===== config.mk =====
export PLATFORM = sky130hd
export DESIGN_NAME = carrySelectAdder
export DESIGN_NICKNAME = d
export VERILOG_FILES = /design/src/rtl/csaPkg.sv /design/src/rtl/csaRippleSlice.sv /design/src/rtl/csaDatapath.sv /design/src/rtl/csaSelectChain.sv /design/src/rtl/carrySelectAdder.sv
export SDC_FILE = /design/constraint.sdc
export NUM_CORES = 1
export LEC_CHECK = 0
export BUFFER_PORTS_ARGS = -buffer_cell sky130_fd_sc_hd__buf_2
export CAP_MARGIN = 30
export CELL_PAD_IN_SITES_DETAIL_PLACEMENT = 0
export CELL_PAD_IN_SITES_GLOBAL_PLACEMENT = 1
export CORE_MARGIN = 2
export CORE_UTILIZATION = 38
export DETAILED_ROUTE_END_ITERATION = 16
export PLACE_DENSITY_LB_ADDON = 0.1
export SLEW_MARGIN = 0
export SYNTH_ARGS = -nofsm -noshare
export SYNTH_HDL_FRONTEND = slang
export SYNTH_HIERARCHICAL = 1
export SYNTH_SLANG_ARGS = --single-unit

===== constraint.sdc =====
create_clock -name vclk -period 8.45
set_clock_uncertainty 0.1 [all_clocks]
set_input_delay 1.69 -clock vclk [all_inputs]
set_output_delay 1.69 -clock vclk [all_outputs]
set_load 0.05 [all_outputs]

===== src/rtl/csaPkg.sv =====
package csaPkg;

  // Carry results of the two precomputed copies of one upper slice.
  typedef struct packed {
    logic noCarry;   // carry out when the slice carry-in is 0
    logic withCarry; // carry out when the slice carry-in is 1
  } candCarry_t;

endpackage


===== src/rtl/csaRippleSlice.sv =====
module csaRippleSlice #(
  parameter int W = 4
) (
  input  logic [W-1:0] opA,
  input  logic [W-1:0] opB,
  input  logic         carryIn,
  output logic [W-1:0] sumOut,
  output logic         carryOut
);

  logic [W:0] chain;

  assign chain[0] = carryIn;

  for (genvar i = 0; i < W; i++) begin : g_bit
    logic halfSum;
    assign halfSum      = opA[i] ^ opB[i];
    assign sumOut[i]    = halfSum ^ chain[i];
    assign chain[i + 1] = (opA[i] & opB[i]) | (halfSum & chain[i]);
  end

  assign carryOut = chain[W];

endmodule


===== src/rtl/csaDatapath.sv =====
module csaDatapath
  import csaPkg::*;
#(
  parameter int WIDTH = 16,
  parameter int SLICE = 4,
  localparam int NUM_SLICES = WIDTH / SLICE,
  localparam int NUM_UPPER  = NUM_SLICES - 1
) (
  input  logic [WIDTH-1:0]           opA,
  input  logic [WIDTH-1:0]           opB,
  input  logic                       cin,
  input  logic [NUM_UPPER-1:0]       upperCin,
  output candCarry_t [NUM_UPPER-1:0] candCarry,
  output logic                       lowCarry,
  output logic [WIDTH-1:0]           sum
);

  // Lowest slice: plain ripple from the real carry input.
  logic [SLICE-1:0] lowSum;

  csaRippleSlice #(.W(SLICE)) i_lowSlice (
    .opA     (opA[SLICE-1:0]),
    .opB     (opB[SLICE-1:0]),
    .carryIn (cin),
    .sumOut  (lowSum),
    .carryOut(lowCarry)
  );

  assign sum[SLICE-1:0] = lowSum;

  always_comb begin
    AST_LOW_SLICE: assert ({lowCarry, lowSum} ==
        (SLICE + 1)'(opA[SLICE-1:0]) + (SLICE + 1)'(opB[SLICE-1:0]) + (SLICE + 1)'(cin))
      else $error("low slice ripple mismatch");
  end

  // Upper slices: two copies each, steered by the chosen carry.
  for (genvar k = 1; k < NUM_SLICES; k++) begin : g_upper
    localparam int LO = k * SLICE;
    logic [SLICE-1:0] sumNoC;
    logic [SLICE-1:0] sumWithC;
    logic             carryNoC;
    logic             carryWithC;

    csaRippleSlice #(.W(SLICE)) i_sliceNoC (
      .opA     (opA[LO +: SLICE]),
      .opB     (opB[LO +: SLICE]),
      .carryIn (1'b0),
      .sumOut  (sumNoC),
      .carryOut(carryNoC)
    );

    csaRippleSlice #(.W(SLICE)) i_sliceWithC (
      .opA     (opA[LO +: SLICE]),
      .opB     (opB[LO +: SLICE]),
      .carryIn (1'b1),
      .sumOut  (sumWithC),
      .carryOut(carryWithC)
    );

    assign candCarry[k-1].noCarry   = carryNoC;
    assign candCarry[k-1].withCarry = carryWithC;
    assign sum[LO +: SLICE] = upperCin[k-1] ? sumWithC : sumNoC;

    always_comb begin
      AST_CAND_STEP: assert (sumWithC == SLICE'(sumNoC + 1'b1))
        else $error("candidate sums not one apart");
      AST_CAND_CARRY: assert (carryWithC == (carryNoC | (&sumNoC)))
        else $error("candidate carries inconsistent");
    end
  end

endmodule


===== src/rtl/csaSelectChain.sv =====
module csaSelectChain
  import csaPkg::*;
#(
  parameter int NUM_UPPER = 3
) (
  input  logic                       lowCarry,
  input  candCarry_t [NUM_UPPER-1:0] candCarry,
  output logic [NUM_UPPER-1:0]       upperCin,
  output logic                       cout
);

  // chosen[k] is the carry into upper slice k; chosen[NUM_UPPER] leaves the top.
  logic [NUM_UPPER:0] chosen;

  assign chosen[0] = lowCarry;

  for (genvar k = 0; k < NUM_UPPER; k++) begin : g_stage
    assign chosen[k + 1] = chosen[k] ? candCarry[k].withCarry : candCarry[k].noCarry;

    always_comb begin
      AST_SEL_AGREE: assert ((candCarry[k].noCarry != candCarry[k].withCarry) ||
                             (chosen[k + 1] == candCarry[k].noCarry))
        else $error("select output differs from agreeing candidates");
      AST_SEL_GEN: assert (!candCarry[k].noCarry || chosen[k + 1])
        else $error("generated carry lost");
      AST_SEL_KILL: assert (candCarry[k].withCarry || !chosen[k + 1])
        else $error("killed carry appeared");
    end
  end

  assign upperCin = chosen[NUM_UPPER-1:0];
  assign cout     = chosen[NUM_UPPER];

endmodule


===== src/rtl/carrySelectAdder.sv =====
module carrySelectAdder
  import csaPkg::*;
#(
  parameter int WIDTH = 16,
  parameter int SLICE = 4
) (
  input  logic [WIDTH-1:0] opA,
  input  logic [WIDTH-1:0] opB,
  input  logic             cin,
  output logic [WIDTH-1:0] sum,
  output logic             cout
);

  localparam int NUM_SLICES = WIDTH / SLICE;
  localparam int NUM_UPPER  = NUM_SLICES - 1;

  if ((WIDTH % SLICE) != 0 || NUM_SLICES < 2) begin : g_badCfg
    $error("SLICE must divide WIDTH into at least two slices");
  end

  candCarry_t [NUM_UPPER-1:0] candCarry;
  logic [NUM_UPPER-1:0]       upperCin;
  logic                       lowCarry;

  csaDatapath #(.WIDTH(WIDTH), .SLICE(SLICE)) i_datapath (
    .opA      (opA),
    .opB      (opB),
    .cin      (cin),
    .upperCin (upperCin),
    .candCarry(candCarry),
    .lowCarry (lowCarry),
    .sum      (sum)
  );

  csaSelectChain #(.NUM_UPPER(NUM_UPPER)) i_selectChain (
    .lowCarry (lowCarry),
    .candCarry(candCarry),
    .upperCin (upperCin),
    .cout     (cout)
  );

  always_comb begin
    AST_FULL_SUM: assert ({cout, sum} ==
        (WIDTH + 1)'(opA) + (WIDTH + 1)'(opB) + (WIDTH + 1)'(cin))
      else $error("adder result mismatch");
  end

endmodule


==> results.json, run 1 <==
{
  "firstDrtPassIters": 4,
  "num_vias": 778,
  "diodes": 0,
  "final_nets": 233,
  "hold_viol_final": 0,
  "crit_slowest_cell": "fa_1",
  "worst_path_dominant_cell_family": "adder cells",
  "cts_resized": 0,
  "rsz0062_at_grt": "false",
  "fp-row-count": 19,
  "syn_area_um2": 1062,
  "path_buf_inv": 6,
  "core_region_area_um2": 2710,
  "grt_max_degree": 6,
  "grt_pass1_vias": 741,
  "period_minus_slack_ns": 6.163,
  "drv_slew": 0,
  "cap_violations": 0,
  "endpoint_kind": "primary output",
  "outcome": "completed",
  "initial_core_util_pct": 39.20,
  "dp_hpwl_um": 1565,
  "antenna_found_initial": 0,
  "period_share_pct": 72.94,
  "worstSetupPathType": "in2out",
  "nClkBuffers": 0,
  "synth_cells": 123,
  "setup_viol": 0,
  "ir_drop_mv": 0.08401,
  "io_buffers": 50,
  "num_io_pins": 50,
  "die-area_um2": 3234,
  "area.growth.synth_to_final_pct": 23.67,
  "hold_buffers": 0,
  "crit_arrival_ns": 4.37,
  "yosysUniqueCellTypes": 7,
  "wire_per_inst_um": 7.637,
  "via_per_inst": 3.871,
  "fp.dieH_um": 56.87,
  "setup_tns_ns": 0,
  "grt_usage_pct": 10.48,
  "crit_path_start_kind": "input port",
  "p_per_area_nw_per_um2": 118.8,
  "syn_area_per_cell_um2": 8.636,
  "ys_seq_area_share_pct": 0,
  "hp-class": "in2out",
  "crit_required_ns": 6.66,
  "routed_wl_um": 1535,
  "postCtsSetupRepairBufs": 0,
  "ys_warn_count": 6,
  "die_w_um": 56.87,
  "ff_latch_area_um2": 0,
  "nFlopsAndLatches": 0,
  "total_power_mw": 0.1560,
  "drt_iter0_drc": 3,
  "grt_pass1_wl_um": 2829,
  "p_leak_nw": 0.8681,
  "critical_path.max_fanout": 5,
  "fillers": 283,
  "cp_cell_sequence": "buf_2 -> inv_1 -> fa_1 -> inv_1 -> fa_1 -> fa_1 -> inv_1 -> fa_1 -> inv_1 -> mux2i_1 -> mux2_4 -> mux2_4 -> buf_2",
  "max_freq_mhz": 162.3,
  "drive_gt1_share_pct": 37.65,
  "final_antenna_net_count": 0,
  "cp_slowest_stage_delay_ns": 0.40,
  "drc_errors": 0,
  "overflow": 0,
  "gp_congestion": 0.7000
}
placed cells by master (no fill, tap or decap):
master / n
conb_1: 6
mux2_2: 12
buf_2: 50
inv_1: 71
mux2i_1: 1
fa_1: 28
mux2_4: 2
power by group:
part           switching [mW]  total, mW  internal [mW]
combinational           0.107      0.156         0.0490
sequential                  0          0              0
clock                       0          0              0
total                   0.107      0.156         0.0490
path summary, 6_finish.rpt:
check,start,slack [ns],cells after the start,endpoint
worst max-delay path,opA[0],2.29,13,cout
worst min-delay path,opB[2],3.77,3,sum[2]
area by class of cell:
cell class	instances	area (µm²)	share of cell area (%)
multi-input combinational	49	758.2	57.71
inverter	71	266.5	20.29
tap	31	38.79	2.952
timing repair buffer	50	250.2	19.05
logic make-up (layout without fill, tap and decap cells):
kind of cell | after synthesis | after routing | share of synthesized area [%]
buffers and inverters | 78 | 121 | 30.04
adder cells (fa/ha/maj) | 28 | 28 | 52.77
multiplexers | 15 | 15 | 16.49
other | 2 | 6 | 0.7070
cells in the mapped netlist:
| library cell | instances | area, µm² |
|---|---|---|
| buf_4 | 7 | 52.55 |
| conb_1 | 2 | 7.510 |
| fa_1 | 28 | 560.5 |
| inv_1 | 71 | 266.5 |
| mux2_2 | 12 | 135.1 |
| mux2_4 | 2 | 30.03 |
| mux2i_1 | 1 | 10.01 |
through the flow:
step,util (%),std cells,hold slack (ns),setup slack [ns],area (µm²)
after floorplan,-,127,3.659,2.675,1077
after global placement,48.48,201,3.768,2.319,1314
after detailed placement,48.48,201,3.779,2.248,1314
after CTS,48.48,201,3.779,2.241,1314
after global routing,48.48,201,3.795,2.078,1314
final,48.48,201,3.770,2.287,1314
per-layer routing:
metal  wire [µm]  part of all wire [%]  global-route usage, %  vias up
li1            -                     -                      -      392
met1         596                    39                  13.86      357
met2         779                    51                  19.44       29
met3         158                    10                  1.382        0
met4           0                     0                      0        0
met5           0                     0                      0        -
Note: power is estimated with default switching activity, not from simulation.
==> run 2, diff against run 1 <==
Settings changed: CORE_UTILIZATION 38 to 32.
Clock period 8.45 ns to 5.1 ns, I/O delays scaled along.
==> results.json, run 2 (synthesis results as in run 1) <==
{
  "switching_share_pct": 68.42,
  "crit_required_ns": 3.98,
  "dp.cells": 215,
  "antenna_found_initial": 0,
  "initial_core_util_pct": 34.23,
  "layout_common_cells": "inv_1 (71), buf_2 (50), fa_1 (28)",
  "nClkBuffers": 0,
  "overflow": 0,
  "hold_viol_final": 0,
  "die-area_um2": 3796,
  "drv_slew": 0,
  "period_share_pct": 92.44,
  "worstSetupPathType": "in2out",
  "grt_max_degree": 6,
  "ff_latch_area_um2": 0,
  "outcome": "completed",
  "ir_drop_mv": 0.08112,
  "postCtsSetupRepairBufs": 0,
  "fp-row-count": 20,
  "wire_per_inst_um": 8.112,
  "drc_errors": 0,
  "hold_buffers": 0,
  "num_io_pins": 50,
  "nFlopsAndLatches": 0,
  "grt_pass1_wl_um": 2973,
  "p_leak_nw": 0.8729,
  "gp_congestion": 0.6719,
  "area.growth.synth_to_final_pct": 25.91,
  "hp-class": "in2out",
  "p_switching_mw": 0.1793,
  "cts_resized": 0,
  "period_minus_slack_ns": 4.714,
  "worstSetupEndpoint": "cout",
  "p_per_area_nw_per_um2": 196.0,
  "rsz0062_at_grt": "false",
  "fp.dieH_um": 61.62,
  "diodes": 0,
  "placement.setup.worst_slack_ns": 0.3485,
  "critPathLaunch": "opA[0]",
  "stdcell_count": 215,
  "via_per_inst": 3.721,
  "max_freq_mhz": 212.1,
  "firstDrtPassIters": 2,
  "final_antenna_net_count": 0,
  "p_clk_share_pct": 0,
  "intPower_mw": 0.08278,
  "endpoint_kind": "primary output",
  "crit_path_start_kind": "input port",
  "setup_tns_ns": 0,
  "num_vias": 800,
  "final_common_cell": "inv_1",
  "dp_hpwl_um": 1794,
  "cap_violations": 0,
  "core_region_area_um2": 3103,
  "grt_pass1_vias": 832,
  "routed_wl_um": 1744,
  "p_comb_share_pct": 100.0,
  "io_buffers": 50,
  "drive_gt1_share_pct": 38.01,
  "crit_arrival_ns": 3.59,
  "grt_usage_pct": 9.952,
  "setup_viol": 0,
  "p_seq_share_pct": 0,
  "critical_path.max_fanout": 5,
  "final_nets": 234,
  "fin_ws_ns": 0.3855,
  "drt_iter0_drc": 13,
  "die_w_um": 61.62
}
-- run 2: layer usage --
| metal | vias to the layer above | GRT usage [%] | wire length [µm] | share of wire [%] |
|---|---|---|---|---|
| met5 | - | 0 | 0 | 0 |
| met4 | 0 | 0 | 0 | 0 |
| met3 | 0 | 0.2101 | 119 | 6.8 |
| met2 | 27 | 21.50 | 983 | 56 |
| met1 | 379 | 11.17 | 642 | 37 |
| li1 | 394 | - | - | - |
-- run 2: power by group through the flow --
stage                     clock network [mW]  logic, mW  registers (mW)
after floorplan                            0      0.212               0
after global placement                     0      0.261               0
after detailed placement                   0      0.267               0
after CTS                                  0      0.268               0
after global routing                       0      0.290               0
final                                      0      0.262               0
-- run 2: how the worst min path moves through the flow --
stage | startpoint | endpoint | slack, ns | cells after the start
2_1_floorplan | cin | sum[0] | 2.32 | 3
3_3_place_gp | opB[2] | sum[2] | 2.43 | 3
3_5_place_dp | opB[1] | sum[1] | 2.43 | 3
4_1_cts | opB[1] | sum[1] | 2.43 | 3
5_1_grt | opB[1] | sum[1] | 2.46 | 3
6_report | opB[1] | sum[1] | 2.42 | 3
-- run 2: stage by stage --
step	util, %	power [mW]	cell area [µm²]	hold WS (ns)
after floorplan	-	0.2125	1077	2.319
after global placement	43.10	0.2612	1338	2.431
after detailed placement	43.10	0.2671	1338	2.426
after CTS	43.10	0.2679	1338	2.426
after global routing	43.10	0.2895	1338	2.455
final	43.10	0.2621	1338	2.423
-- run 2: layout make-up --
type	count	area, µm²
Multi-Input combinational cell	49	758.2
Tap cell	44	55.05
Inverter	71	266.5
Fill cell	334	1765
Timing Repair Buffer	51	257.7
-- run 2: worst max-delay path: stages --
cell	delay, ns
buf_2	0.07
inv_1	0.04
fa_1	0.40
inv_1	0.08
fa_1	0.18
fa_1	0.17
inv_1	0.05
fa_1	0.35
inv_1	0.09
mux2i_1	0.27
mux2_4	0.37
mux2_4	0.30
buf_2	0.21
